==> src/rtl/scanirq_pkg.sv <==
package scanirq_pkg;

    localparam int PPU_AW = 14;
    localparam int CPU_AW = 16;
    localparam int DW     = 8;

    localparam logic [CPU_AW-1:0] VEC_LO_ADDR = 16'hFFFA;
    localparam logic [CPU_AW-1:0] VEC_HI_ADDR = 16'hFFFB;
    localparam logic [CPU_AW-1:0] RENDER_ADDR = 16'h2001;
    localparam logic [CPU_AW-1:0] TARGET_ADDR = 16'h5203;
    localparam logic [CPU_AW-1:0] CTRL_ADDR   = 16'h5204;

    // One cycle's worth of decoded CPU bus events
    typedef struct packed {
        logic vec_fetch;
        logic render_off;
        logic ack;
        logic ctrl_wr;
        logic ctrl_en;
        logic tgt_wr;
    } cpu_evt_t;

    function automatic logic in_nt_window(input logic [PPU_AW-1:0] a);
        return a[PPU_AW-1 -: 2] == 2'b10;
    endfunction

endpackage

==> src/rtl/sirq_cpu_decode.sv <==
module sirq_cpu_decode
    import scanirq_pkg::*;
(
    input  logic              cpu_rd,
    input  logic              cpu_wr,
    input  logic [CPU_AW-1:0] cpu_addr,
    input  logic [DW-1:0]     cpu_wdata,
    output cpu_evt_t          evt
);
    always_comb begin
        evt            = '0;
        evt.vec_fetch  = cpu_rd && (cpu_addr == VEC_LO_ADDR || cpu_addr == VEC_HI_ADDR);
        evt.render_off = cpu_wr && (cpu_addr == RENDER_ADDR) && (cpu_wdata[4:3] == 2'b00);
        evt.ack        = cpu_rd && (cpu_addr == CTRL_ADDR);
        evt.ctrl_wr    = cpu_wr && (cpu_addr == CTRL_ADDR);
        evt.ctrl_en    = cpu_wdata[DW-1];
        evt.tgt_wr     = cpu_wr && (cpu_addr == TARGET_ADDR);
    end
endmodule

==> src/rtl/sirq_run_detect.sv <==
module sirq_run_detect
    import scanirq_pkg::*;
#(
    parameter int RUN_LEN    = 2,
    parameter int IDLE_LIMIT = 3
) (
    input  logic              clk,
    input  logic              rst,
    input  logic              ppu_rd,
    input  logic [PPU_AW-1:0] ppu_addr,
    input  logic              forget,
    output logic              boundary,
    output logic              timeout
);
    localparam int MW = $clog2(RUN_LEN + 2);
    localparam int IW = $clog2(IDLE_LIMIT + 1);
    localparam logic [MW-1:0] M_SAT  = MW'(RUN_LEN + 1);
    localparam logic [MW-1:0] M_LAST = MW'(RUN_LEN - 1);
    localparam logic [IW-1:0] I_LAST = IW'(IDLE_LIMIT - 1);

    logic [PPU_AW-1:0] prev_q, prev_d;
    logic              valid_q, valid_d;
    logic [MW-1:0]     match_q, match_d;
    logic [IW-1:0]     idle_q, idle_d;
    logic              nt, same;

    always_comb begin
        nt       = ppu_rd && in_nt_window(ppu_addr);
        same     = valid_q && (ppu_addr == prev_q);
        match_d  = match_q;
        prev_d   = prev_q;
        boundary = 1'b0;
        timeout  = 1'b0;
        idle_d   = idle_q;
        if (nt) begin
            prev_d = ppu_addr;
            if (same) begin
                match_d  = (match_q == M_SAT) ? match_q : match_q + 1'b1;
                boundary = (match_q == M_LAST);
            end else begin
                match_d = '0;
            end
        end
        if (ppu_rd) begin
            idle_d = '0;
        end else if (idle_q == I_LAST) begin
            idle_d  = '0;
            timeout = 1'b1;
        end else begin
            idle_d = idle_q + 1'b1;
        end
        if (forget || timeout) valid_d = 1'b0;
        else if (nt)           valid_d = 1'b1;
        else                   valid_d = valid_q;
    end

    always_ff @(posedge clk) begin
        if (rst) begin
            prev_q  <= '0;
            valid_q <= 1'b0;
            match_q <= '0;
            idle_q  <= '0;
        end else begin
            prev_q  <= prev_d;
            valid_q <= valid_d;
            match_q <= match_d;
            idle_q  <= idle_d;
        end
    end
endmodule

==> src/rtl/sirq_line_track.sv <==
module sirq_line_track
    import scanirq_pkg::*;
#(
    parameter int LW = 8
) (
    input  logic          clk,
    input  logic          rst,
    input  logic          boundary,
    input  logic          clr_frame,
    input  cpu_evt_t      evt,
    input  logic [LW-1:0] tgt_val,
    output logic          in_frame,
    output logic          pend_vis
);
    localparam logic [LW-1:0] L_MAX = '1;

    logic [LW-1:0] line_q, line_d, tgt_q;
    logic          frame_d, en_q, en_d, pi_q, pi_d, pv_d;

    always_comb begin
        line_d  = line_q;
        frame_d = in_frame;
        en_d    = en_q;
        pi_d    = pi_q;
        pv_d    = pend_vis;
        if (evt.ctrl_wr) begin
            en_d = evt.ctrl_en;
            if (!evt.ctrl_en) pv_d = 1'b0;
            else if (pi_q)    pv_d = 1'b1;
        end
        if (evt.ack) begin
            pi_d = 1'b0;
            pv_d = 1'b0;
        end
        if (boundary) begin
            if (in_frame) begin
                line_d = (line_q == L_MAX) ? line_q : line_q + 1'b1;
                if (line_d == tgt_q) begin
                    pi_d = 1'b1;
                    if (en_d) pv_d = 1'b1;
                end
            end else begin
                frame_d = 1'b1;
                line_d  = '0;
            end
        end
        if (clr_frame) frame_d = 1'b0;
        if (evt.vec_fetch) begin
            pi_d = 1'b0;
            pv_d = 1'b0;
        end
    end

    always_ff @(posedge clk) begin
        if (rst) begin
            line_q   <= '0;
            tgt_q    <= '0;
            in_frame <= 1'b0;
            en_q     <= 1'b0;
            pi_q     <= 1'b0;
            pend_vis <= 1'b0;
        end else begin
            line_q   <= line_d;
            in_frame <= frame_d;
            en_q     <= en_d;
            pi_q     <= pi_d;
            pend_vis <= pv_d;
            if (evt.tgt_wr) tgt_q <= tgt_val;
        end
    end
endmodule

==> src/rtl/irq_scanline_unit.sv <==
module irq_scanline_unit
    import scanirq_pkg::*;
#(
    parameter int LINE_W     = 8,
    parameter int RUN_LEN    = 2,
    parameter int IDLE_LIMIT = 3
) (
    input  logic              clk,
    input  logic              rst,
    input  logic              ppu_rd,
    input  logic [PPU_AW-1:0] ppu_addr,
    input  logic              cpu_rd,
    input  logic              cpu_wr,
    input  logic [CPU_AW-1:0] cpu_addr,
    input  logic [DW-1:0]     cpu_wdata,
    input  logic              ext_irq,
    output logic              irq_out,
    output logic [DW-1:0]     status_byte
);
    cpu_evt_t evt;
    logic     boundary, timeout, in_frame, pend_vis;

    sirq_cpu_decode u_dec (
        .cpu_rd   (cpu_rd),
        .cpu_wr   (cpu_wr),
        .cpu_addr (cpu_addr),
        .cpu_wdata(cpu_wdata),
        .evt      (evt)
    );

    sirq_run_detect #(.RUN_LEN(RUN_LEN), .IDLE_LIMIT(IDLE_LIMIT)) u_det (
        .clk     (clk),
        .rst     (rst),
        .ppu_rd  (ppu_rd),
        .ppu_addr(ppu_addr),
        .forget  (evt.render_off | evt.vec_fetch),
        .boundary(boundary),
        .timeout (timeout)
    );

    sirq_line_track #(.LW(LINE_W)) u_trk (
        .clk      (clk),
        .rst      (rst),
        .boundary (boundary),
        .clr_frame(timeout | evt.render_off | evt.vec_fetch),
        .evt      (evt),
        .tgt_val  (cpu_wdata[LINE_W-1:0]),
        .in_frame (in_frame),
        .pend_vis (pend_vis)
    );

    assign irq_out     = pend_vis | ext_irq;
    assign status_byte = {pend_vis, in_frame, {(DW-2){1'b0}}};
endmodule

==> config.mk <==
export PLATFORM = sky130hd
export DESIGN_NAME = irq_scanline_unit
export DESIGN_NICKNAME = d
export VERILOG_FILES = /design/src/rtl/scanirq_pkg.sv /design/src/rtl/sirq_cpu_decode.sv /design/src/rtl/sirq_run_detect.sv /design/src/rtl/sirq_line_track.sv /design/src/rtl/irq_scanline_unit.sv
export SDC_FILE = /design/constraint.sdc
export NUM_CORES = 1
export LEC_CHECK = 0
export CORE_MARGIN = 1
export CORE_UTILIZATION = 45
export DETAILED_ROUTE_END_ITERATION = 12
export PLACE_DENSITY_LB_ADDON = 0.3
export REMOVE_ABC_BUFFERS = 1
export SYNTH_ARGS = -nofsm -noshare
export SYNTH_HDL_FRONTEND = slang
export SYNTH_HIERARCHICAL = 1
export SYNTH_SLANG_ARGS = --single-unit
==> constraint.sdc <==
create_clock -name clk -period 3.3 [get_ports clk]
set_input_delay 0.66 -clock clk [delete_from_list [all_inputs] [get_ports clk]]
set_output_delay 0.66 -clock clk [all_outputs]
set_load 0.02 [all_outputs]
* After elaboration in Yosys (flattened, before gate mapping)
Cells that the tools add are included.
** Cells by class
- Add/subtract/negate cells :: 3
- Equality and inequality tests :: 13
- Muxes and demuxes :: 21
- Bitwise logic cells :: 4
- Reduce and logical (&&, ||, !) cells :: 16
** Operators with widths (number)
- $eq 16x15->1 const B :: 2
- $eq 16x16->1 const B :: 2
- $mux 1 :: 17
- $eq 16x14->1 const B :: 1
- $mux 8 :: 2
- $eq 14x14->1 :: 1
- $add 8x1->8 const B :: 1
- $eq 8x8->1 :: 1
- $eq 8x8->1 const B :: 1
- $logic_and 1x1->1 :: 8
- $eq 2x2->1 const B :: 3
- $reduce_or 2->1 :: 3
- $add 2x1->2 const B :: 2
- $mux 2 :: 2
- $or 1x1->1 :: 4
- $reduce_or 3->1 :: 1
- $eq 2x1->1 const B :: 1
- $logic_not 2->1 :: 1
- $logic_or 1x1->1 :: 2
- $ne 2x2->1 const B :: 1
- $reduce_and 2->1 :: 1
** Word-level totals
- Flip-flop bits (word level) :: 39
- Bits of input ports :: 44
- Output and inout bits :: 9
- Logic and storage cells :: 67

* Depth between registers and ports, before layout
- Depth in word-level cells :: 8
- Gate-level depth with buffers :: 11

* Cells and area by module
The synthesis kept the hierarchy.
** Modules (own cells, without submodules)
- sirq_line_track :: times used 1, cells each 146, area an instance 1188.6 sq um
- sirq_run_detect :: times used 1, cells each 105, area an instance 867.1 sq um
- sirq_cpu_decode :: times used 1, cells each 21, area an instance 142.6 sq um
- irq_scanline_unit :: times used 1, cells each 12, area an instance 82.6 sq um

* Least setup slack after synthesis
OpenSTA, ideal clock, no wires.
- Path type :: input port to flip-flop
- Start :: in ppu_addr[3]
- End :: reg u_trk.pend_vis
- Arrival time :: 2643 ps
- Slack :: 570 ps
- Stages :: 11
- Buffers on the path :: 1
- Path through :: xnor2_1 nand4_1 nor4_2 and3_2 clkbuf_1 nand2_1 a2111oi_4 o221ai_2 a311oi_1 nand3_1 o31ai_1
** On the way
- Word-level cells in the longest chain between the ends :: 5
** RTL lines
- from (decl) :: line irq_scanline_unit.sv:11 : input logic [PPU_AW-1:0] ppu_addr,
- $eq 14x14->1 :: line sirq_run_detect.sv:29 : same = valid_q && (ppu_addr == prev_q);
- $logic_and 1x1->1 :: line sirq_run_detect.sv:29
- $mux 1 :: line sirq_run_detect.sv:37 : if (same) begin
- $mux 1 :: line sirq_run_detect.sv:35 : if (nt) begin
- via boundary :: line irq_scanline_unit.sv:21 : logic boundary, timeout, in_frame, pend_vis;
- $mux 1 :: line sirq_line_track.sv:35 : if (boundary) begin
- to (signal assigned) :: line sirq_line_track.sv:67 : pend_vis <= pv_d;
- to (decl) :: line sirq_line_track.sv:13 : output logic pend_vis
The timed path passes the listed nets, and every way through them passes these cells.
A chain may end at the register's enable or synchronous reset.

* Worst setup path after layout
- Start :: in ppu_addr[11]
- End :: reg u_trk.pend_vis
The elaborated chain is that of the path after synthesis.

==> impl_metrics.toml <==
[run_status]
status = "finished clean"

[yosys]
yosysWarnings = 6
synth_top_cell_by_area = "dfxtp_1"
synth_area_um2 = 2281
yosysUniqueCellTypes = 51
async_reset_ff_share_pct = 0
syn_inst = 284
ys_seq_area_share_pct = 34.23
ys.flop_type = "dfxtp_1"
synth-edff-count = 0
ys_ff_latch = 39
netlist.area_leader.share_pct = 34.23
syn_area_per_cell_um2 = 8.031
synthTopCellsByArea = "dfxtp_1, xnor2_1, nand2_1"

[clocking]
insertion_delay_ps = 290
cts_tree = "done"
clk_pin_slew_ps = 80
cts_max_level = 2
cts.hold.buffers_added = 0
numCtsBuffers = 5
clockBufferDepth = 2
clock_sink_count = 39
ctsResizeCount = 0
cts_setup_buffers = 0
cts-root-buf = "clkbuf_8"

[routing]
drcViolationCount = 0
wl_um = 5071
antenna_left = 0
via_per_inst = 5.298
drt_iter0_markers = 111
vias = 2082
wl_per_cell_um = 12.90
drt_first_pass_iters = 4

[floorplanning]
die_h_um = 73.20
num_rows = 25
die-width_um = 73.20
ios = 53
die_area_um2 = 5358
core-area_um2 = 4786
initial_core_util_pct = 47.66

[layout]
final_util_pct = 60.26
fillers = 431
final_nets = 373
final_cell_mix = "clkdlybuf4s50_1, nand2_1, dfxtp_1"
fin_area_um2 = 2884
layout-drive-gt1-share_pct = 7.055
synthToLayoutAreaGrowth_pct = 26.44
antennaDiodeCount = 0
final_common_cell = "clkdlybuf4s50_1"

[place]
gp_congestion = 0.8090
pre_cts_slack_ps = 116.8
hpwlAfterDp_um = 3696
portBuffers = 46
dpl_cell_area_um2 = 2751

[global_route]
grt_pass1_vias = 1994
gr-usage-all-layers_pct = 21.16
grt_first_pass_wirelength_um = 8694
grt_overflow = 0
antenna_found_initial = 0
grt_start_max_net_pins = 39

[worst_setup_path]
crit_path_start_kind = "input port"
slowest_stage = "clkdlybuf4s50_1"
worstPathMaxFanout = 2
crit_type = "in -> reg"
path_cells = "clkdlybuf4s50_1, xnor2_1, nand4_1, nor4_2, and3_2, nand2_1, a2111oi_4, o221ai_2, a311oi_1, nand3_1, o31ai_1"
crit_arrival_ps = 3100
cpLargestDelayFamily = "simple AND/OR/NAND/NOR gates"
slowest_delay_ps = 490
worst_setup_path_end_kind = "flip-flop"
worst-path-buf-inv = 1
crit_required_ps = 3500

[timing]
drv_slew = 0
fmax_mhz = 345.0
finalSetupTns_ps = 0
final_hold_viol_count = 0
relSlewSlack_pct = 42.26
finClkSkew_ps = 7.981
layout_setup_ws_ps = 401.2
final.period_utilization_pct = 87.84
tightest_slew_ps = 866.1
layout_min_cycle_time_ps = 2899
setup_viol_count_final = 0
rsz0062_at_grt = "false"

[power]
power_density_nw_per_um2 = 369.7
vdd_drop_max_mv = 0.2253
p_leak_nw = 0.9505

[hold_path]
min_path_type = "reg -> reg"

[flow_run]
maxCapViolations = 0
==> power breakdown <==
group	switching [mW]	total [mW]	internal, mW
combinational	0.0472	0.113	0.0656
clock	0.169	0.471	0.302
sequential	0.00461	0.482	0.478
total	0.221	1.07	0.845
==> cells in the mapped netlist (all sizes together) (5+ instances only) <==
master  count
nor3        6
mux2i       9
nand2      40
nor4        8
nand3      11
a211oi      5
clkbuf      7
buf        16
a21oi      24
dfxtp      39
nor2       28
and3        5
inv         7
nand4      10
xnor2      18
==> metrics by stage <==
step / cells / power, mW / hold WS, ps
global placement: 385 / 0.6054 / 409.3
detailed placement: 385 / 0.6065 / 412.5
floorplan: 266 / 0.5299 / 397.0
CTS: 393 / 1.071 / 431.7
global route: 393 / 1.107 / 444.8
finish: 393 / 1.066 / 433.2
==> final timing paths <==
| path | from | end | slack, ps | cells past startpoint |
|---|---|---|---|---|
| min | u_det/idle_q[0] | u_det/idle_q[0] | 430 | 1 |
| min reg2reg | u_det/idle_q[0] | u_det/idle_q[0] | 430 | 1 |
| max reg2reg | u_trk/line_q[1] | u_trk/pend_vis | 840 | 7 |
| max | ppu_addr[11] | u_trk/pend_vis | 400 | 11 |
==> cell families after synthesis <==
family	Yosys count	share of synthesized area, %
AND/OR/NAND/NOR	129	29.02
adder cells (fa/ha/maj)	4	2.194
flip-flops	39	34.23
AO/OA/AOI/OAI	51	15.09
multiplexers	10	4.443
other	1	0.1644
XOR/XNOR	20	7.680
buffers and inverters	30	7.186
==> state kept, by name, indices dropped and copies added (netlist names) <==
| name | cells |
|---|---|
| u_trk/pend_vis | 1 |
| u_det/prev_q | 14 |
| u_trk/tgt_q | 8 |
| u_trk/en_q | 1 |
| u_det/valid_q | 1 |
| u_det/match_q | 2 |
| u_trk/in_frame | 1 |
| u_det/idle_q | 2 |
| u_trk/line_q | 8 |
| u_trk/pi_q | 1 |
==> cell type report <==
class | instances | area, um2 | share of cell area (%)
clock buffers | 6 | 72.57 | 2.516
clock inverters | 2 | 60.06 | 2.082
inverters | 7 | 26.28 | 0.9111
multi-input cells | 220 | 1355 | 46.98
flip-flops and latches | 39 | 780.7 | 27.07
well taps | 67 | 83.83 | 2.907
repair buffers | 52 | 505.5 | 17.53
==> per-layer routing <==
metal / track usage, % / share of wire [%] / vias up
li1: - / - / 1070
met1: 24.04 / 42 / 936
met2: 36.83 / 49 / 63
met3: 6.906 / 6.3 / 13
met4: 7.625 / 2.5 / 0
met5: 0 / 0 / -
==> worst reg2reg max path: cells and delay by family, from the launching register on <==
kind            cells  cell delay (ps)
fa+ha+maj           1              520
flops               1              480
simple gates        4              990
compound gates      2              350
Note: power is estimated with default switching activity, not from simulation.
